$ cat src/rtl/ram_selftest_pkg.sv
package ram_selftest_pkg;

  typedef enum logic [2:0] {
    PH_IDLE,
    PH_WALK,
    PH_UNIQ,
    PH_TRIO,
    PH_DONE
  } phase_e;

  typedef enum logic [1:0] {
    ST_WR,
    ST_NB,
    ST_RD,
    ST_CMP
  } step_e;

endpackage

$ cat src/rtl/ram_selftest_pat.sv
module ram_selftest_pat
  import ram_selftest_pkg::*;
#(
  parameter int unsigned          ADDR_W = 8,
  parameter int unsigned          DATA_W = 32,
  parameter int unsigned          BASE   = 0,
  parameter logic [DATA_W-1:0]    PAT0   = 32'hAAAA_AAAA,
  parameter logic [DATA_W-1:0]    PAT1   = 32'h5555_5555,
  parameter logic [DATA_W-1:0]    PAT2   = 32'hFFFF_0000,
  localparam int unsigned         AI_W   = $clog2(ADDR_W + 1),
  localparam int unsigned         PI_W   = $clog2(DATA_W + 1)
) (
  input  phase_e                  phase_i,
  input  logic [AI_W-1:0]         a_idx_i,
  input  logic [PI_W-1:0]         p_idx_i,
  input  logic [ADDR_W-1:0]       w_idx_i,
  input  logic [1:0]              trio_sel_i,
  output logic [ADDR_W-1:0]       taddr_o,
  output logic [DATA_W-1:0]       exp_o
);

  localparam logic [ADDR_W-1:0] BASE_A = ADDR_W'(BASE);
  localparam logic [ADDR_W-1:0] ONE_A  = ADDR_W'(1);
  localparam logic [DATA_W-1:0] ONE_D  = DATA_W'(1);

  logic [ADDR_W-1:0] walk_off, sweep_addr;
  logic [DATA_W-1:0] walk_data, trio_data;

  // offset 0 first, then 1<<(idx-1)
  assign walk_off   = (a_idx_i == '0) ? '0 : (ONE_A << (a_idx_i - AI_W'(1)));
  assign walk_data  = (p_idx_i == '0) ? '0 : (ONE_D << (p_idx_i - PI_W'(1)));
  assign sweep_addr = BASE_A + w_idx_i;

  always_comb begin
    unique case (trio_sel_i)
      2'd0:    trio_data = PAT0;
      2'd1:    trio_data = PAT1;
      default: trio_data = PAT2;
    endcase
  end

  always_comb begin
    unique case (phase_i)
      PH_WALK: begin
        taddr_o = BASE_A + walk_off;
        exp_o   = walk_data;
      end
      PH_UNIQ: begin
        taddr_o = sweep_addr;
        exp_o   = DATA_W'(sweep_addr);
      end
      default: begin
        taddr_o = sweep_addr;
        exp_o   = trio_data;
      end
    endcase
  end

endmodule

$ cat src/rtl/ram_selftest_cap.sv
module ram_selftest_cap #(
  parameter int unsigned       ADDR_W     = 8,
  parameter int unsigned       DATA_W     = 32,
  parameter logic [DATA_W-1:0] VALID_MASK = '1
) (
  input  logic              clk_i,
  input  logic              rst_ni,
  input  logic              clr_i,
  input  logic              cmp_en_i,
  input  logic              first_i,
  input  logic [ADDR_W-1:0] addr_i,
  input  logic [DATA_W-1:0] exp_i,
  input  logic [DATA_W-1:0] obs_i,
  output logic              mismatch_o,
  output logic [ADDR_W-1:0] err_addr_o,
  output logic [DATA_W-1:0] err_exp_o,
  output logic [DATA_W-1:0] err_obs_o
);

  logic held_q;

  assign mismatch_o = |((obs_i ^ exp_i) & VALID_MASK);

  always_ff @(posedge clk_i or negedge rst_ni) begin
    if (!rst_ni) begin
      held_q     <= 1'b0;
      err_addr_o <= '0;
      err_exp_o  <= '0;
      err_obs_o  <= '0;
    end else if (clr_i) begin
      held_q     <= 1'b0;
      err_addr_o <= '0;
      err_exp_o  <= '0;
      err_obs_o  <= '0;
    end else if (cmp_en_i && first_i && mismatch_o && !held_q) begin
      held_q     <= 1'b1;
      err_addr_o <= addr_i;
      err_exp_o  <= exp_i;
      err_obs_o  <= obs_i;
    end
  end

  AST_CAP_FROZEN: assert property (@(posedge clk_i) disable iff (!rst_ni)
    (held_q && !clr_i) |=> ($stable(err_addr_o) && $stable(err_exp_o) && $stable(err_obs_o)));

  AST_CAP_ONLY_ON_MISS: assert property (@(posedge clk_i) disable iff (!rst_ni)
    (!held_q && !clr_i && !(cmp_en_i && mismatch_o)) |=> !held_q);

endmodule

$ cat src/rtl/ram_selftest_ctrl.sv
module ram_selftest_ctrl
  import ram_selftest_pkg::*;
#(
  parameter int unsigned ADDR_W    = 8,
  parameter int unsigned DATA_W    = 32,
  parameter int unsigned NBR_OFF   = 1,
  parameter logic [6:0]  CODE_BASE = 7'h05,
  localparam int unsigned AI_W     = $clog2(ADDR_W + 1),
  localparam int unsigned PI_W     = $clog2(DATA_W + 1)
) (
  input  logic              clk_i,
  input  logic              rst_ni,
  input  logic              start_i,
  input  logic              mismatch_i,
  input  logic [ADDR_W-1:0] taddr_i,
  input  logic [DATA_W-1:0] exp_i,
  output phase_e            phase_o,
  output logic [AI_W-1:0]   a_idx_o,
  output logic [PI_W-1:0]   p_idx_o,
  output logic [ADDR_W-1:0] w_idx_o,
  output logic [1:0]        trio_sel_o,
  output logic [ADDR_W-1:0] mem_addr_o,
  output logic [DATA_W-1:0] mem_wdata_o,
  output logic              mem_we_o,
  output logic              cmp_en_o,
  output logic              clr_o,
  output logic              fail_o,
  output logic              done_o,
  output logic [7:0]        status_o
);

  localparam logic [AI_W-1:0]   A_LAST = AI_W'(ADDR_W);
  localparam logic [PI_W-1:0]   P_LAST = PI_W'(DATA_W);
  localparam logic [ADDR_W-1:0] W_LAST = '1;
  localparam logic [ADDR_W-1:0] NBR_A  = ADDR_W'(NBR_OFF);

  phase_e            phase_q;
  step_e             step_q;
  logic              fill_q, fail_q;
  logic [AI_W-1:0]   a_q;
  logic [PI_W-1:0]   p_q;
  logic [ADDR_W-1:0] w_q;
  logic [1:0]        trio_q, trio_nx;
  logic              running, idle_like, miss;
  logic [6:0]        code;

  assign running   = (phase_q == PH_WALK) || (phase_q == PH_UNIQ) || (phase_q == PH_TRIO);
  assign idle_like = (phase_q == PH_IDLE) || (phase_q == PH_DONE);
  assign trio_nx   = (trio_q == 2'd2) ? 2'd0 : trio_q + 2'd1;
  assign miss      = fail_q || mismatch_i;

  always_ff @(posedge clk_i or negedge rst_ni) begin
    if (!rst_ni) begin
      phase_q <= PH_IDLE;
      step_q  <= ST_WR;
      fill_q  <= 1'b1;
      fail_q  <= 1'b0;
      a_q     <= '0;
      p_q     <= '0;
      w_q     <= '0;
      trio_q  <= '0;
    end else begin
      unique case (phase_q)
        PH_IDLE, PH_DONE: begin
          if (start_i) begin
            phase_q <= PH_WALK;
            step_q  <= ST_WR;
            fill_q  <= 1'b1;
            fail_q  <= 1'b0;
            a_q     <= '0;
            p_q     <= '0;
            w_q     <= '0;
            trio_q  <= '0;
          end
        end
        PH_WALK: begin
          unique case (step_q)
            ST_WR: step_q <= ST_NB;
            ST_NB: step_q <= ST_RD;
            ST_RD: step_q <= ST_CMP;
            default: begin
              step_q <= ST_WR;
              if (miss) begin
                fail_q <= 1'b1;        // replay same pair
              end else if (p_q == P_LAST) begin
                p_q <= '0;
                if (a_q == A_LAST) begin
                  phase_q <= PH_UNIQ;
                  fill_q  <= 1'b1;
                  w_q     <= '0;
                  trio_q  <= '0;
                end else begin
                  a_q <= a_q + AI_W'(1);
                end
              end else begin
                p_q <= p_q + PI_W'(1);
              end
            end
          endcase
        end
        default: begin // PH_UNIQ, PH_TRIO
          if (fill_q) begin
            if (w_q == W_LAST) begin
              fill_q <= 1'b0;
              w_q    <= '0;
              trio_q <= '0;
              step_q <= ST_RD;
            end else begin
              w_q    <= w_q + ADDR_W'(1);
              trio_q <= trio_nx;
            end
          end else if (step_q == ST_RD) begin
            step_q <= ST_CMP;
          end else begin
            step_q <= ST_RD;
            if (miss) begin
              fail_q <= 1'b1;          // re-read same word
            end else if (w_q == W_LAST) begin
              w_q     <= '0;
              trio_q  <= '0;
              fill_q  <= 1'b1;
              step_q  <= ST_WR;
              phase_q <= (phase_q == PH_UNIQ) ? PH_TRIO : PH_DONE;
            end else begin
              w_q    <= w_q + ADDR_W'(1);
              trio_q <= trio_nx;
            end
          end
        end
      endcase
    end
  end

  always_comb begin
    unique case (phase_q)
      PH_IDLE: code = 7'h00;
      PH_WALK: code = CODE_BASE;
      PH_UNIQ: code = CODE_BASE + 7'd1;
      default: code = CODE_BASE + 7'd2;
    endcase
  end

  assign mem_addr_o  = (step_q == ST_NB) ? taddr_i + NBR_A : taddr_i;
  assign mem_wdata_o = (step_q == ST_NB) ? ~exp_i : exp_i;
  assign mem_we_o    = running && ((step_q == ST_WR) || (step_q == ST_NB));
  assign cmp_en_o    = running && (step_q == ST_CMP);
  assign clr_o       = idle_like && start_i;
  assign fail_o      = fail_q;
  assign done_o      = (phase_q == PH_DONE);
  assign status_o    = {fail_q, code};
  assign phase_o     = phase_q;
  assign a_idx_o     = a_q;
  assign p_idx_o     = p_q;
  assign w_idx_o     = w_q;
  assign trio_sel_o  = trio_q;

  AST_NO_WRITE_IDLE: assert property (@(posedge clk_i) disable iff (!rst_ni)
    idle_like |-> !mem_we_o);

  AST_FAIL_STICKY: assert property (@(posedge clk_i) disable iff (!rst_ni)
    fail_q |=> fail_q);

  AST_LOOP_ADDR_HOLD: assert property (@(posedge clk_i) disable iff (!rst_ni)
    fail_q |=> $stable(taddr_i) && $stable(exp_i));

  AST_FILL_LOOP_NO_WRITE: assert property (@(posedge clk_i) disable iff (!rst_ni)
    (fail_q && phase_q != PH_WALK) |-> !mem_we_o);

  AST_DONE_CLEAN: assert property (@(posedge clk_i) disable iff (!rst_ni)
    done_o |-> !status_o[7]);

  AST_START_IGNORED_BUSY: assert property (@(posedge clk_i) disable iff (!rst_ni)
    (running && !cmp_en_o) |=> $stable(phase_q));

endmodule

$ cat src/rtl/ram_selftest_seq.sv
module ram_selftest_seq
  import ram_selftest_pkg::*;
#(
  parameter int unsigned       ADDR_W     = 8,
  parameter int unsigned       DATA_W     = 32,
  parameter int unsigned       BASE       = 0,
  parameter int unsigned       NBR_OFF    = 1,
  parameter logic [DATA_W-1:0] VALID_MASK = '1,
  parameter logic [6:0]        CODE_BASE  = 7'h05,
  parameter logic [DATA_W-1:0] PAT0       = 32'hAAAA_AAAA,
  parameter logic [DATA_W-1:0] PAT1       = 32'h5555_5555,
  parameter logic [DATA_W-1:0] PAT2       = 32'hFFFF_0000
) (
  input  logic              clk_i,
  input  logic              rst_ni,
  input  logic              start_i,
  output logic [ADDR_W-1:0] mem_addr_o,
  output logic [DATA_W-1:0] mem_wdata_o,
  output logic              mem_we_o,
  input  logic [DATA_W-1:0] mem_rdata_i,
  output logic [7:0]        status_o,
  output logic              done_o,
  output logic [ADDR_W-1:0] err_addr_o,
  output logic [DATA_W-1:0] err_exp_o,
  output logic [DATA_W-1:0] err_obs_o
);

  localparam int unsigned AI_W = $clog2(ADDR_W + 1);
  localparam int unsigned PI_W = $clog2(DATA_W + 1);

  phase_e            phase;
  logic [AI_W-1:0]   a_idx;
  logic [PI_W-1:0]   p_idx;
  logic [ADDR_W-1:0] w_idx, taddr;
  logic [1:0]        trio_sel;
  logic [DATA_W-1:0] exp_w;
  logic              mismatch, cmp_en, clr, fail;

  ram_selftest_ctrl #(
    .ADDR_W(ADDR_W), .DATA_W(DATA_W), .NBR_OFF(NBR_OFF), .CODE_BASE(CODE_BASE)
  ) u_ctrl (
    .clk_i      (clk_i),
    .rst_ni     (rst_ni),
    .start_i    (start_i),
    .mismatch_i (mismatch),
    .taddr_i    (taddr),
    .exp_i      (exp_w),
    .phase_o    (phase),
    .a_idx_o    (a_idx),
    .p_idx_o    (p_idx),
    .w_idx_o    (w_idx),
    .trio_sel_o (trio_sel),
    .mem_addr_o (mem_addr_o),
    .mem_wdata_o(mem_wdata_o),
    .mem_we_o   (mem_we_o),
    .cmp_en_o   (cmp_en),
    .clr_o      (clr),
    .fail_o     (fail),
    .done_o     (done_o),
    .status_o   (status_o)
  );

  ram_selftest_pat #(
    .ADDR_W(ADDR_W), .DATA_W(DATA_W), .BASE(BASE),
    .PAT0(PAT0), .PAT1(PAT1), .PAT2(PAT2)
  ) u_pat (
    .phase_i   (phase),
    .a_idx_i   (a_idx),
    .p_idx_i   (p_idx),
    .w_idx_i   (w_idx),
    .trio_sel_i(trio_sel),
    .taddr_o   (taddr),
    .exp_o     (exp_w)
  );

  ram_selftest_cap #(
    .ADDR_W(ADDR_W), .DATA_W(DATA_W), .VALID_MASK(VALID_MASK)
  ) u_cap (
    .clk_i     (clk_i),
    .rst_ni    (rst_ni),
    .clr_i     (clr),
    .cmp_en_i  (cmp_en),
    .first_i   (!fail),
    .addr_i    (taddr),
    .exp_i     (exp_w),
    .obs_i     (mem_rdata_i),
    .mismatch_o(mismatch),
    .err_addr_o(err_addr_o),
    .err_exp_o (err_exp_o),
    .err_obs_o (err_obs_o)
  );

endmodule

$ cat config.mk
export PLATFORM = sky130hd
export DESIGN_NAME = ram_selftest_seq
export DESIGN_NICKNAME = d
export VERILOG_FILES = /design/src/rtl/ram_selftest_pkg.sv /design/src/rtl/ram_selftest_pat.sv /design/src/rtl/ram_selftest_cap.sv /design/src/rtl/ram_selftest_ctrl.sv /design/src/rtl/ram_selftest_seq.sv
export SDC_FILE = /design/constraint.sdc
export NUM_CORES = 1
export LEC_CHECK = 0
export BUFFER_PORTS_ARGS = -buffer_cell sky130_fd_sc_hd__buf_2
export CELL_PAD_IN_SITES_DETAIL_PLACEMENT = 1
export CELL_PAD_IN_SITES_GLOBAL_PLACEMENT = 1
export CORE_ASPECT_RATIO = 0.6
export CORE_MARGIN = 8
export CORE_UTILIZATION = 45
export CTS_CLUSTER_SIZE = 25
export DETAILED_ROUTE_END_ITERATION = 8
export PLACE_DENSITY_LB_ADDON = 0.1
export SYNTH_ARGS = -nofsm -noshare
export SYNTH_HDL_FRONTEND = slang
export SYNTH_SLANG_ARGS = --single-unit
$ cat constraint.sdc
create_clock -name clk_i -period 9.6 [get_ports clk_i]
set_input_delay 0 -clock clk_i [delete_from_list [all_inputs] [get_ports clk_i]]
set_output_delay 0 -clock clk_i [all_outputs]
set_load 0.05 [all_outputs]
* After elaboration in Yosys (flattened, before gate mapping)
Index checks and enable logic that the tools add are counted.
Operators by class: bitwise logic cells 2, mux-type cells 83, shift operators 2, reductions and logical operators 31, equal/unequal tests 24, add/sub/neg operators 7
Operators by type and width (count):
- 32-bit two-way mux | 6
- 32-bit one-hot mux with 2 select lines | 2
- 8-bit two-way mux | 14
- 32-bit inverter | 1
- 32-bit OR reduction | 1
- 1-bit by 6-bit << shifter with 32-bit output, first input constant | 1
- 32-bit XOR | 1
- 2-bit two-way mux | 15
- 3-bit two-way mux | 10
- 6-bit two-way mux | 4
- 4-bit two-way mux | 5
- 1-bit two-way mux | 17
- 8-bit by 1-bit adder with 8-bit output, second input constant | 2
- 8-bit one-hot mux with 2 select lines | 1
- 2-bit != test, second input constant | 7
- 6-bit one-hot mux with 2 select lines | 1
- 3-bit one-hot mux with 3 select lines | 1
- 9-bit AND reduction | 1
- 8-bit equality test, second input constant | 1
- 2-bit one-hot mux with 2 select lines | 2
- 4-bit one-hot mux with 2 select lines | 1
- 4-bit AND reduction | 2
- 1-bit by 4-bit << shifter with 8-bit output, first input constant | 1
- 7-bit AND reduction | 1
- 33 further kinds | 51
Word-level totals: input bits 35, bits in registers 100, output and inout port bits 122, word-level logic and storage cells 161

* Longest topological paths before layout
Gate-level depths: netlist of run 1.
word-level depth 11, depth in mapped cells 16, mapped depth without buffers 12

* Hierarchy
From an unflattened synthesis of run 1, not the netlist that was laid out.
Unflattened totals: cells, all modules 725, area, all modules 6920.4 um^2
Modules (own cells, without submodules):
- ram_selftest_cap | instances 1, area an instance 4052.6 um^2, seq. area each 1826.8 um^2, cells each 360
- ram_selftest_ctrl | instances 1, area an instance 2122.0 um^2, seq. area each 676.9 um^2, cells each 245
- ram_selftest_pat | instances 1, area an instance 742.0 um^2, seq. area each 0.0 um^2, cells each 119
- ram_selftest_seq | instances 1, area an instance 3.8 um^2, seq. area each 0.0 um^2, cells each 1

* Worst setup path before layout of run 1
No wires, ideal clock.
path type flip-flop to flip-flop, start register u_ctrl.p_q[0] (netlist: u_ctrl.p_idx_o[0]), end register u_ctrl.w_q[2] (netlist: u_ctrl.w_idx_o[2]), path slack 5.516 ns, stages on the path, launching flop included 16, clock period less this slack 4.084 ns, setup time 0.126 ns, data required time 9.474 ns, arrival 3.958 ns, buffers on the path 3, cells stage by stage dfrtp_1 -> clkbuf_1 -> inv_1 -> ha_1 -> buf_4 -> nor3b_2 -> mux2i_1 -> o41a_1 -> a221o_1 -> nor4_2 -> nand4_2 -> nor4_4 -> a21boi_2 -> or2_1 -> buf_6 -> a221o_1
On the way: longest elaborated chain between the ends 9, elaborated cells between the ends (all ways) 13, classes of those cells add/sub: 1; eq/ne: 4; shift: 1; mux: 2; bitwise: 1; reduce/logical: 4
RTL lines:
- from (decl) | RTL line ram_selftest_ctrl.sv:41 | logic [PI_W-1:0] p_q;
- from (signal assigned) | RTL line ram_selftest_ctrl.sv:96 | p_q <= p_q + PI_W'(1);
- 6-bit by 1-bit subtractor with 6-bit output | RTL line ram_selftest_pat.sv:31 | assign walk_data = (p_idx_i == '0) ? '0 : (ONE_D << (p_idx_i - PI_W'(1)));
- 1-bit by 6-bit << shifter with 32-bit output | RTL line ram_selftest_pat.sv:31
- 32-bit two-way mux | RTL line ram_selftest_pat.sv:31
- 32-bit one-hot mux with 2 select lines | RTL line ram_selftest_pat.sv:43 | unique case (phase_i)
- 32-bit XOR | RTL line ram_selftest_cap.sv:22 | assign mismatch_o = |((obs_i ^ exp_i) & VALID_MASK);
- 32-bit OR reduction | RTL line ram_selftest_cap.sv:22
- 1-bit logical OR | RTL line ram_selftest_ctrl.sv:50 | assign miss = fail_q || mismatch_i;
- 3-bit by 2-bit != test with 1-bit output (no line) or 2-bit != test (tied branches)
- 7-bit AND reduction (no line) (*)
- to (signal assigned) | RTL line ram_selftest_ctrl.sv:109 | w_q <= w_q + ADDR_W'(1);
- to (signal assigned) | RTL line ram_selftest_ctrl.sv:125 | w_q <= w_q + ADDR_W'(1);
- to (decl) | RTL line ram_selftest_ctrl.sv:42 | logic [ADDR_W-1:0] w_q;
Every way passes the cells marked *; elsewhere a longest branch is shown, timed or not. A chain may end at the register's enable or synchronous reset.

* Final worst setup path of run 1
start register u_ctrl.p_q[0] (netlist: u_ctrl.p_idx_o[0]), end register u_cap.err_exp_o[3]
On the way: longest elaborated chain between the ends 9, elaborated cells between the ends (all ways) 12, classes of those cells add/sub: 1; shift: 1; mux: 4; bitwise: 1; reduce/logical: 5
RTL lines:
- 6-bit by 1-bit subtractor with 6-bit output | RTL line ram_selftest_pat.sv:31
- 1-bit by 6-bit << shifter with 32-bit output | RTL line ram_selftest_pat.sv:31
- 32-bit two-way mux (*) | RTL line ram_selftest_pat.sv:31
- 32-bit one-hot mux with 2 select lines (*) | RTL line ram_selftest_pat.sv:43
- 32-bit XOR | RTL line ram_selftest_cap.sv:22
- 32-bit OR reduction | RTL line ram_selftest_cap.sv:22
- 1-bit logical AND (2 in a row) | RTL line ram_selftest_cap.sv:35 | end else if (cmp_en_i && first_i && mismatch_o && !held_q) begin
- 2-bit nonzero test (no line)
- to (signal assigned) | RTL line ram_selftest_cap.sv:38 | err_exp_o <= exp_i;
- to (decl) | RTL line ram_selftest_cap.sv:16 | output logic [DATA_W-1:0] err_exp_o,
Every way passes the cells marked *; elsewhere a longest branch is shown, timed or not. The select of a mux whose other input is x is not followed.

==> results of run 1 <==
[how the worst max path moves through the flow]
stage          cells after the start  slack, ns               from                  to
2_1_floorplan                     15       5.52  u_ctrl.p_idx_o[0]   u_ctrl.w_idx_o[2]
3_3_place_gp                      11       4.17  u_ctrl.phase_o[2]  u_cap.err_exp_o[3]
3_5_place_dp                      13       3.93  u_ctrl.p_idx_o[0]  u_cap.err_exp_o[3]
4_1_cts                           13       3.91  u_ctrl.p_idx_o[0]  u_cap.err_exp_o[3]
5_1_grt                           13       3.41  u_ctrl.p_idx_o[0]  u_cap.err_exp_o[3]
6_report                          13       3.72  u_ctrl.p_idx_o[0]  u_cap.err_exp_o[3]
[state kept, by name, indices dropped and copies added, names as in the netlist]
signal / count
u_cap.err_addr_o: 8
u_cap.err_exp_o: 32
u_cap.err_obs_o: 32
u_cap.held_q: 1
u_ctrl.a_idx_o: 4
u_ctrl.fail_o: 1
u_ctrl.fill_q: 1
u_ctrl.p_idx_o: 6
u_ctrl.phase_o: 3
u_ctrl.step_q: 2
u_ctrl.trio_sel_o: 2
u_ctrl.w_idx_o: 8
[cells by family after synthesis]
| group | count (synthesis) | synth area share, % |
|---|---|---|
| compound gates | 166 | 17.51 |
| xor+xnor | 50 | 6.148 |
| fa+ha+maj | 18 | 3.162 |
| buf+inv | 110 | 6.499 |
| flops | 100 | 35.15 |
| mux | 77 | 10.91 |
| other cells | 1 | 0.05265 |
| simple gates | 288 | 20.57 |
[layer usage]
metal	vias to the layer above	wire, µm
li1	3176	-
met1	3677	13570
met2	362	12110
met3	29	2942
met4	0	280
met5	-	0
[power groups by stage]
stage	clock network (µW)	logic (µW)	registers, µW
global placement	0	1260	629
finish	366	1290	634
CTS	371	1300	633
detailed placement	0	1290	641
floorplan	0	544	1040
global route	385	1350	647
[per-stage QoR]
step                instance area (µm²)  worst slack (ns)  hold slack, ns  utilization [%]  total power, µW
detailed placement                 7968             3.935        0.003439            51.69             1930
floorplan                          7134             5.516         -0.2956                -             1581
finish                             8488             3.720         0.02052            55.06             2294
CTS                                8488             3.913        0.003119            55.06             2304
global route                       8488             3.415         0.01268            55.06             2383
global placement                   7968             4.170        -0.01069            51.69             1893
[cell usage in the layout, fill, tap and decap left out, types with 17 or more instances in the layout]
master / Yosys / routed
dfrtp_1: 99 / 99
xnor2_1: 41 / 41
a31oi_1: 18 / 18
mux2i_1: 72 / 72
nor2_1: 43 / 42
o21ai_0: 28 / 28
dlygate4sd3_1: 0 / 23
inv_1: 51 / 51
nand3_1: 25 / 25
and3_1: 17 / 17
ha_1: 18 / 17
buf_2: 10 / 151
nand2_1: 106 / 105
[worst register-to-register path, delay by kind of cell (launching register included)]
kind	cells	cell delay [ns]
XOR/XNOR	2	0.50
flip-flops	1	0.53
buffers and inverters	2	0.99
multiplexers	1	0.49
AO/OA/AOI/OAI	1	0.37
adder cells (fa/ha/maj)	1	0.38
AND/OR/NAND/NOR	6	2.51
[synthesized netlist by cell type, types with 5 or more instances]
cell type  number  share of area, %
a21oi_1        14              0.98
a221o_1         5              0.70
a22o_1         12               1.5
a31oi_1        18               1.6
and2_1          9              0.79
and3_1         17               1.5
buf_2          10              0.70
buf_4           6              0.63
clkbuf_1       38               2.0
dfrtp_1        99                35
ha_1           18               3.2
inv_1          51               2.7
mux2_2          5              0.79
mux2i_1        72                10
nand2_1       106               5.6
nand2b_1        7              0.61
nand3_1        25               1.8
nand4_1         9              0.79
nand4b_1        5              0.61
nor2_1         43               2.3
nor2b_1         6              0.53
nor3_1         14              0.98
nor4_1         11              0.97
o211ai_1        5              0.53
o21a_1          7              0.74
o21ai_0        28               2.0
o221ai_1        5              0.61
o22ai_1         5              0.44
o31a_1          7              0.86
o31ai_1         6              0.63
or2_2          10              0.88
xnor2_1        41               5.0
xor2_1          9               1.1
[layout make-up]
cell class | count | area, µm² | area share, %
Multi-Input combinational cell | 603 | 4180 | 49.25
Sequential cell | 100 | 2504 | 29.50
Timing Repair Buffer | 185 | 1069 | 12.59
Tap cell | 203 | 254.0 | 2.992
Clock buffer | 10 | 229.0 | 2.698
Inverter | 51 | 191.4 | 2.255
Clock inverter | 6 | 61.31 | 0.7223
==> out/qor.yml, run 1 <==
placement:
  place_inst: 1119
  hpwlAfterDp_mm: 22.42
  globalplace.congestion: 1.002
  port_buffers: 152
power:
  power.switching_uw: 1283
  p_leak_uw: 0.003955
  p_sw_share_pct: 55.92
  pwr-share-comb_pct: 56.4
  power.density_mw_per_mm2: 270.3
  ir_drop_uv: 253.8
  seqPwrFrac_pct: 27.6
  power.internal_uw: 1011
  clkPwrFrac_pct: 15.9
synthesis:
  ys.flop_type: "dfrtp_1"
  synth-seq-cells: 100
  syn_area_mm2: 0.007123
  yosysWarnings: 0
  synthCells: 810
  synth_edf_count: 0
  syn_avg_cell_area_um2: 8.794
  ys_types: 78
  synth-async-reset-ratio_pct: 100.0
  yosysSeqAreaShare_pct: 35.15
worst_setup_path:
  path_cells: "inv_1 -> ha_1 -> nor3b_2 -> xor2_1 -> nor2_1 -> a32oi_1 -> xnor2_1 -> nand4_1 -> or2_2 -> nor3_1 -> nor2_4 -> buf_4 -> mux2_2"
  rr_startpoint: "u_ctrl.p_idx_o[0]"
  cp_max_fo: 54
  critPathTopFamily: "simple AND/OR/NAND/NOR gates"
  required_ns: 9.84
  start_kind: "flop"
  reg2reg_depth: 13
  cpMaxStageDelayCell: "nor2_1"
  crit_arrival_ns: 6.12
  endpoint_kind: "flop"
  r2r-end: "u_cap.err_exp_o[3]"
  crit_type: "reg -> reg"
  max_stage_delay_ns: 0.89
  rrSetupSlack_ns: 3.72
  cp_num_buf_inv: 2
clock_tree:
  post-cts-setup-buffers: 0
  htree_levels: 3
  clkLatencyLatePin_ns: 0.35
  cts_resized: 0
  cts_buffers: 9
  cts_tree: "yes"
  holdBufCountCts: 23
  cts.sinks: 100
  clock_path_buffers: 2
  clk_pin_slew_ns: 0.08
  cts_root_buffer: "clkbuf_16"
detailed_routing:
  ant_nets: 0
  remaining_drc_errors: 0
  drt_iter0_markers: 847
  firstDrtPassIters: 5
  wl_per_cell_um: 24.96
  drt-total-wl_mm: 28.90
  avgViaCountPerCell: 6.256
  vias: 7244
sta:
  rsz0062_at_grt: "false"
  fmax_ghz: 0.1701
  setup_violations: 0
  period_share_pct: 61.25
  timing_max_transition_violations_final: 0
  skew_ns: 0.006754
  tns_ns: 0
  hold_violations: 0
  tightest_slew_ns: 1.110
  slew_headroom_pct: 25.65
  period_minus_slack_ns: 5.880
global_route:
  grt_pass1_wl_mm: 43.30
  use_met1_pct: 41.37
  antenna_found_initial: 0
  grt.overflow.total: 0
  first_global_vias: 7151
  grt_usage_pct: 27.57
  met3_usage_pct: 7.357
  met2_usage_pct: 38.89
  grt_max_degree: 64
  busiest_layer: "met1"
finish:
  area_growth_pct: 19.16
  instances_no_fill: 1158
  nets: 1003
  drive_gt1_share_pct: 21.99
  antenna_cells: 0
  fill_cells: 1851
hold_path:
  min_from: "mem_rdata_i[10]"
  hold_end: "u_cap.err_obs_o[10]"
  whs_path_depth: 3
  min-delay-path-class: "in -> reg"
job:
  cap_violations: 0
floorplanning:
  initial_core_util_pct: 46.21
  io_pins: 157
  core_mm2: 0.01541
  die_area_mm2: 0.02024
  rows: 35
  die_w_um: 178.4
  die_h_um: 113.5
status:
  status: "finished clean"
(Power assumes the default switching activity.)
==> inputs of run 2 (changes only) <==
--- a/config.mk
+++ b/config.mk
@@ -10,7 +10,7 @@
 export CELL_PAD_IN_SITES_GLOBAL_PLACEMENT = 1
 export CORE_ASPECT_RATIO = 0.6
 export CORE_MARGIN = 8
-export CORE_UTILIZATION = 45
+export CORE_UTILIZATION = 41
 export CTS_CLUSTER_SIZE = 25
 export DETAILED_ROUTE_END_ITERATION = 8
 export PLACE_DENSITY_LB_ADDON = 0.1
==> constraint.sdc (replaced) <==
create_clock -name clk_i -period 5.84 [get_ports clk_i]
set_input_delay 0 -clock clk_i [delete_from_list [all_inputs] [get_ports clk_i]]
set_output_delay 0 -clock clk_i [all_outputs]
set_load 0.05 [all_outputs]
==> run 2 against run 1 <==
Count of clock-buffer cells in the layout unchanged. Total power is 66% higher. Highest routed layer unchanged. Via count down 0.32%. Worst setup slack worse by 3.3 ns. Clock skew increased by 0.00088 ns. Die area up 8.6%. Non-clock buffer count increased by 7. Critical path type unchanged.
==> out/qor.yml, run 2 (same netlist as run 1, synthesis figures left out) <==
finish:
  antenna_cells: 0  # unchanged
  final_common_cell: "buf_2"  # unchanged
  fin_util_pct: 50.39  # was 55.06%
  drive_gt1_share_pct: 22.56  # was 21.99%
  reg_top3: "u_cap.err_exp_o: 32 flops, u_cap.err_obs_o: 32 flops"  # unchanged
  nets: 1010  # was 1003
  final_cell_mix: "151 x buf_2, 105 x nand2_1, 99 x dfrtp_1"  # unchanged
  area_growth_pct: 20.85  # was 19.16%
  fin_area_mm2: 0.008608  # was 0.008488 mm²
floorplanning:
  initial_core_util_pct: 41.70  # was 46.21%
  die_w_um: 186.2  # was 178.4 µm
  rows: 37  # was 35
  io_pins: 157  # unchanged
  die_h_um: 118.1  # was 113.5 µm
  die_area_mm2: 0.02199  # was 0.02024 mm²
  core_mm2: 0.01708  # was 0.01541 mm²
clock_tree:
  clock_path_buffers: 2  # unchanged
  cts.sinks: 100  # unchanged
  htree_levels: 3  # unchanged
  cts_tree: "yes"  # unchanged
  cts_buffers: 9  # unchanged
  clkLatencyLatePin_ns: 0.36  # was 0.35 ns
  cts_root_buffer: "clkbuf_16"  # unchanged
  clk_pin_slew_ns: 0.07  # was 0.08 ns
detailed_routing:
  firstDrtPassIters: 7  # was 5
  avgViaCountPerCell: 6.038  # was 6.256
  wl_per_cell_um: 24.31  # was 24.96 µm
  vias: 7221  # was 7244
  remaining_drc_errors: 0  # unchanged
  ant_nets: 0  # unchanged
  drt-total-wl_mm: 29.07  # was 28.90 mm
  drt_iter0_markers: 644  # was 847
placement:
  globalplace.congestion: 0.9605  # was 1.002
  post_dp_cell_area_mm2: 0.008064  # was 0.007968 mm²
  hpwlAfterDp_mm: 22.56  # was 22.42 mm
  port_buffers: 152  # unchanged
worst_setup_path:
  r2r-end: "u_cap.err_exp_o[21]"  # was u_cap.err_exp_o[3]
  crit_type: "reg -> reg"  # unchanged
  rrSetupSlack_ns: 0.41  # was 3.72 ns
  start_kind: "flop"  # unchanged
  crit_arrival_ns: 5.62  # was 6.12 ns
  endpoint_kind: "flop"  # unchanged
  reg2reg_depth: 13  # unchanged
  cp_max_fo: 48  # was 54
  rr_startpoint: "u_ctrl.p_idx_o[0]"  # unchanged
  required_ns: 6.04  # was 9.84 ns
sta:
  period_share_pct: 92.92  # was 61.25%
  tightest_slew_ns: 1.247  # was 1.110 ns
  tns_ns: 0  # unchanged
  timing_max_transition_violations_final: 0  # unchanged
  skew_ns: 0.007632  # was 0.006754 ns
  rsz0062_at_grt: "false"  # unchanged
  hold_violations: 0  # unchanged
  slew_headroom_pct: 15.97  # was 25.65%
  fmax_ghz: 0.1843  # was 0.1701 GHz
  setup_violations: 0  # unchanged
  period_minus_slack_ns: 5.427  # was 5.880 ns
global_route:
  grt.overflow.total: 0  # unchanged
  grt_pass1_wl_mm: 44.14  # was 43.30 mm
  first_global_vias: 7221  # was 7151
  grt_max_degree: 56  # was 64
  grt_usage_pct: 25.67  # was 27.57%
  antenna_found_initial: 2  # was 0
job:
  cap_violations: 0  # unchanged
status:
  status: "finished clean"  # unchanged
hold_path:
  whs_path_depth: 3  # unchanged
  min_from: "mem_rdata_i[15]"  # was mem_rdata_i[10]
  hold_end: "u_cap.err_obs_o[15]"  # was u_cap.err_obs_o[10]
  min-delay-path-class: "in -> reg"  # unchanged
power:
  power.density_mw_per_mm2: 441.6  # was 270.3 mW/mm²
  ir_drop_uv: 281.9  # was 253.8 µV
  p_leak_uw: 0.003993  # was 0.003955 µW
run 2: worst max-delay path, stage by stage, from the launching register on:
cell and delay, ns:
dfrtp_1 0.52, inv_1 0.18, ha_1 0.37, nor3b_2 0.53, mux2i_2 0.76, o41a_1 0.34, xnor2_1 0.10, a2111oi_0 0.39
o2111ai_1 0.36, or2_2 0.40, nor3_1 0.49, nor2_4 0.31, buf_12 0.31, mux2i_1 0.16
run 2: cell type report:
class	count	area [µm²]
flip-flops and latches	100	2504
well taps	234	292.8
repair buffers	192	1136
inverters	51	191.4
multi-input cells	603	4184
clock inverters	6	71.32
clock buffers	10	229.0
fillers	2053	8474
run 2: power breakdown:
part | leakage [µW] | total, µW | switching (µW) | internal (µW)
Clock | 0.000140 | 630 | 293 | 337
Combinational | 0.00257 | 2130 | 1660 | 465
Sequential | 0.00128 | 1050 | 145 | 900
run 2: per-stage QoR:
| step | hold slack (ns) | std cells | total power, µW | setup WS (ns) |
|---|---|---|---|---|
| CTS | 0.002095 | 1196 | 3822 | 0.2876 |
| finish | 0.008629 | 1196 | 3802 | 0.4133 |
| global route | 0.006561 | 1196 | 3957 | 0.06692 |
| floorplan | -0.2956 | 813 | 2600 | 1.756 |
| global placement | 0.04120 | 1156 | 3120 | 0.6890 |
| detailed placement | 0.04673 | 1156 | 3176 | 0.3124 |
run 2: timing repair:
item / CTS / global route
endpoints found under the setup margin: 0 / 48
hold buffers: 24 / 0
resized for setup: 0 / 1
endpoints found under the hold margin: 67 / 0
buffers inserted: 0 / 0
run 2: worst max-delay path by stage:
| stage | startpoint | to | slack (ns) |
|---|---|---|---|
| 3_5_place_dp | u_ctrl.p_idx_o[0] | u_cap.err_exp_o[18] | 0.31 |
| 3_3_place_gp | u_ctrl.p_idx_o[0] | u_cap.held_q | 0.69 |
| 6_report | u_ctrl.p_idx_o[0] | u_cap.err_exp_o[21] | 0.41 |
| 4_1_cts | u_ctrl.p_idx_o[0] | u_cap.err_exp_o[18] | 0.29 |
| 5_1_grt | u_ctrl.p_idx_o[0] | u_cap.err_exp_o[21] | 0.07 |
| 2_1_floorplan | u_ctrl.p_idx_o[0] | u_ctrl.w_idx_o[2] | 1.76 |
run 2: routing by layer:
layer / track usage (%) / wire length, µm / vias up
met1: 39.33 / 14090 / 3637
met2: 35.90 / 11910 / 367
met5: 0 / 0 / -
met3: 6.227 / 2813 / 25
met4: 4.200 / 260 / 0
li1: - / - / 3192
==> inputs of run 3 (changes only) <==
--- a/config.mk
+++ b/config.mk
@@ -5,7 +5,7 @@
 export SDC_FILE = /design/constraint.sdc
 export NUM_CORES = 1
 export LEC_CHECK = 0
-export BUFFER_PORTS_ARGS = -buffer_cell sky130_fd_sc_hd__buf_2
+export BUFFER_PORTS_ARGS = -buffer_cell sky130_fd_sc_hd__buf_4
 export CELL_PAD_IN_SITES_DETAIL_PLACEMENT = 1
 export CELL_PAD_IN_SITES_GLOBAL_PLACEMENT = 1
 export CORE_ASPECT_RATIO = 0.6
==> run 3 against run 2 <==
First-iteration DRC count up 8.9%. Total power up 5.1%. Count of clock-buffer cells in the layout unchanged. Register-to-register slack worse by 0.16 ns. Highest routed layer unchanged. Flip-flop and latch count unchanged. Wire length up 3.3%. Clock skew about the same. Utilization up 2.2 points.
==> out/qor.yml, run 3 (same netlist as run 1, synthesis figures left out) <==
placement:
  globalplace.congestion: 0.9523  # was 0.9605
  place_inst: 1155  # was 1156
  port_buffers: 152  # unchanged
  preCtsSetupSlack_ns: 0.4140  # was 0.3124 ns
  hpwlAfterDp_mm: 23.18  # was 22.56 mm
detailed_routing:
  vias: 7198  # was 7221
  remaining_drc_errors: 0  # unchanged
  wl_per_cell_um: 25.06  # was 24.31 µm
  avgViaCountPerCell: 6.008  # was 6.038
  firstDrtPassIters: 5  # was 7
  ant_nets: 0  # unchanged
  drt-total-wl_mm: 30.02  # was 29.07 mm
  drt_iter0_markers: 701  # was 644
worst_setup_path:
  start_kind: "flop"  # unchanged
  crit_type: "reg -> reg"  # unchanged
  required_ns: 6.09  # was 6.04 ns
  endpoint_kind: "flop"  # unchanged
  crit_arrival_ns: 5.84  # was 5.62 ns
  cp_max_fo: 27  # was 48
sta:
  period_share_pct: 95.72  # was 92.92%
  tightest_slew_ns: 1.201  # was 1.247 ns
  skew_ns: 0.007648  # was 0.007632 ns
  rsz0062_at_grt: "false"  # unchanged
  slew_headroom_pct: 19.09  # was 15.97%
  setup_violations: 0  # unchanged
  hold_violations: 0  # unchanged
  period_minus_slack_ns: 5.590  # was 5.427 ns
  tns_ns: 0  # unchanged
  holdWs_ns: 0.02326  # was 0.008629 ns
  setup_ws_ns: 0.2502  # was 0.4133 ns
  timing_max_transition_violations_final: 0  # unchanged
  fmax_ghz: 0.1789  # was 0.1843 GHz
power:
  p_total_uw: 3994  # was 3802 µW
  p_sw_share_pct: 53.48  # was 55.24%
  power.internal_uw: 1858  # was 1702 µW
  power.switching_uw: 2136  # was 2100 µW
  power.density_mw_per_mm2: 444.3  # was 441.6 mW/mm²
  ir_drop_uv: 262.5  # was 281.9 µV
  clkPwrFrac_pct: 15.0  # was 16.6%
  p_leak_uw: 0.004072  # was 0.003993 µW
  seqPwrFrac_pct: 26.5  # was 27.5%
  pwr-share-comb_pct: 58.6  # was 55.9%
clock_tree:
  cts.sinks: 100  # unchanged
  clkLatencyLatePin_ns: 0.36  # about the same
  cts_buffers: 9  # unchanged
  clock_path_buffers: 2  # unchanged
  cts_root_buffer: "clkbuf_16"  # unchanged
  clk_pin_slew_ns: 0.08  # was 0.07 ns
  cts_resized: 0  # unchanged
  cts_tree: "yes"  # unchanged
  htree_levels: 3  # unchanged
finish:
  final_cell_mix: "166 x buf_4, 105 x nand2_1, 99 x dfrtp_1"  # was 151 x buf_2, 105 x nand2_1, 99 x dfrtp_1
  instances_no_fill: 1198  # was 1196
  area_growth_pct: 26.21  # was 20.85%
  antenna_cells: 0  # unchanged
  reg_top3: "u_cap.err_exp_o: 32 flops, u_cap.err_obs_o: 32 flops"  # unchanged
  drive_gt1_share_pct: 22.30  # was 22.56%
  final_common_cell: "buf_4"  # was buf_2
  nets: 1012  # was 1010
job:
  cap_violations: 0  # unchanged
floorplanning:
  core_mm2: 0.01708  # unchanged
  die_w_um: 186.2  # unchanged
  initial_core_util_pct: 41.70  # unchanged
  die_h_um: 118.1  # unchanged
  die_area_mm2: 0.02199  # unchanged
  rows: 37  # unchanged
  io_pins: 157  # unchanged
global_route:
  antenna_found_initial: 0  # was 2
  grt_max_degree: 64  # was 56
  first_global_vias: 7202  # was 7221
  grt.overflow.total: 0  # unchanged
  grt_pass1_wl_mm: 45.43  # was 44.14 mm
  grt_usage_pct: 26.72  # was 25.67%
status:
  status: "finished clean"  # unchanged
hold_path:
  min-delay-path-class: "in -> reg"  # unchanged
==> run 3: cell count changes in the layout (fill, tap and decap cells not counted) <==
cell,change
bufinv_16,-1
clkinv_4,+2
inv_6,-2
buf_2,-151
dlygate4sd3_1,+3
inv_8,+2
mux2i_1,+1
buf_4,+150
clkinvlp_4,-1
mux2i_2,-1
==> run 3: cell type report <==
cell class	instances	area [µm²]
fillers	2000	8093
multi-input cells	603	4180
flip-flops and latches	100	2504
repair buffers	194	1536
well taps	234	292.8
clock buffers	10	229.0
inverters	51	191.4
clock inverters	6	56.30
==> run 3: metal layers <==
layer | global-route usage (%) | wire length [µm] | share of wire (%) | up-vias
met3 | 7.645 | 3144 | 10 | 27
met5 | 0 | 0 | 0 | -
met1 | 40.32 | 14350 | 48 | 3637
li1 | - | - | - | 3179
met4 | 4.694 | 299 | 1.0 | 0
met2 | 37.15 | 12230 | 41 | 355
==> run 3: power groups by stage <==
stage | combinational [µW] | clock (µW) | sequential, µW
6_report | 2340 | 598 | 1060
5_1_grt | 2450 | 640 | 1080
4_1_cts | 2350 | 609 | 1050
3_5_place_dp | 2330 | 0 | 1060
3_3_place_gp | 2290 | 0 | 1050
2_1_floorplan | 895 | 0 | 1700
==> run 3: final timing paths <==
path	start	endpoint	cells after the start	slack, ns
max reg2reg	u_ctrl.p_idx_o[0]	u_cap.err_exp_o[6]	13	0.25
min reg2reg	u_cap.err_exp_o[11]	u_cap.err_exp_o[11]	2	0.53
min	mem_rdata_i[8]	u_cap.err_obs_o[8]	3	0.02
max	u_ctrl.p_idx_o[0]	u_cap.err_exp_o[6]	13	0.25
min in group asynchronous	rst_ni	u_cap.err_obs_o[20]	2	0.18
max in group asynchronous	rst_ni	u_cap.err_exp_o[2]	3	4.43
==> run 3: what timing repair did <==
item,4_1_cts,5_1_grt
setup buffers,0,0
endpoints found under the hold margin,62,0
hold buffers,27,0
==> run 3: through the flow <==
stage	instance area [µm²]	util (%)
2_1_floorplan	7134	-
4_1_cts	8990	52.63
3_3_place_gp	8434	49.37
3_5_place_dp	8434	49.37
5_1_grt	8990	52.63
6_report	8990	52.63
==> run 3: critical path, stage by stage, from the launching register on <==
cell and delay [ns]:
dfrtp_1 0.54, inv_1 0.18, ha_1 0.37, nor3b_2 0.52
mux2i_1 1.02, nor2_1 0.29, a21oi_1 0.37, a211oi_1 0.15
nand4_1 0.27, or2_2 0.19, nor3_1 0.08, nor2_4 0.80
buf_4 0.32, mux2_2 0.35
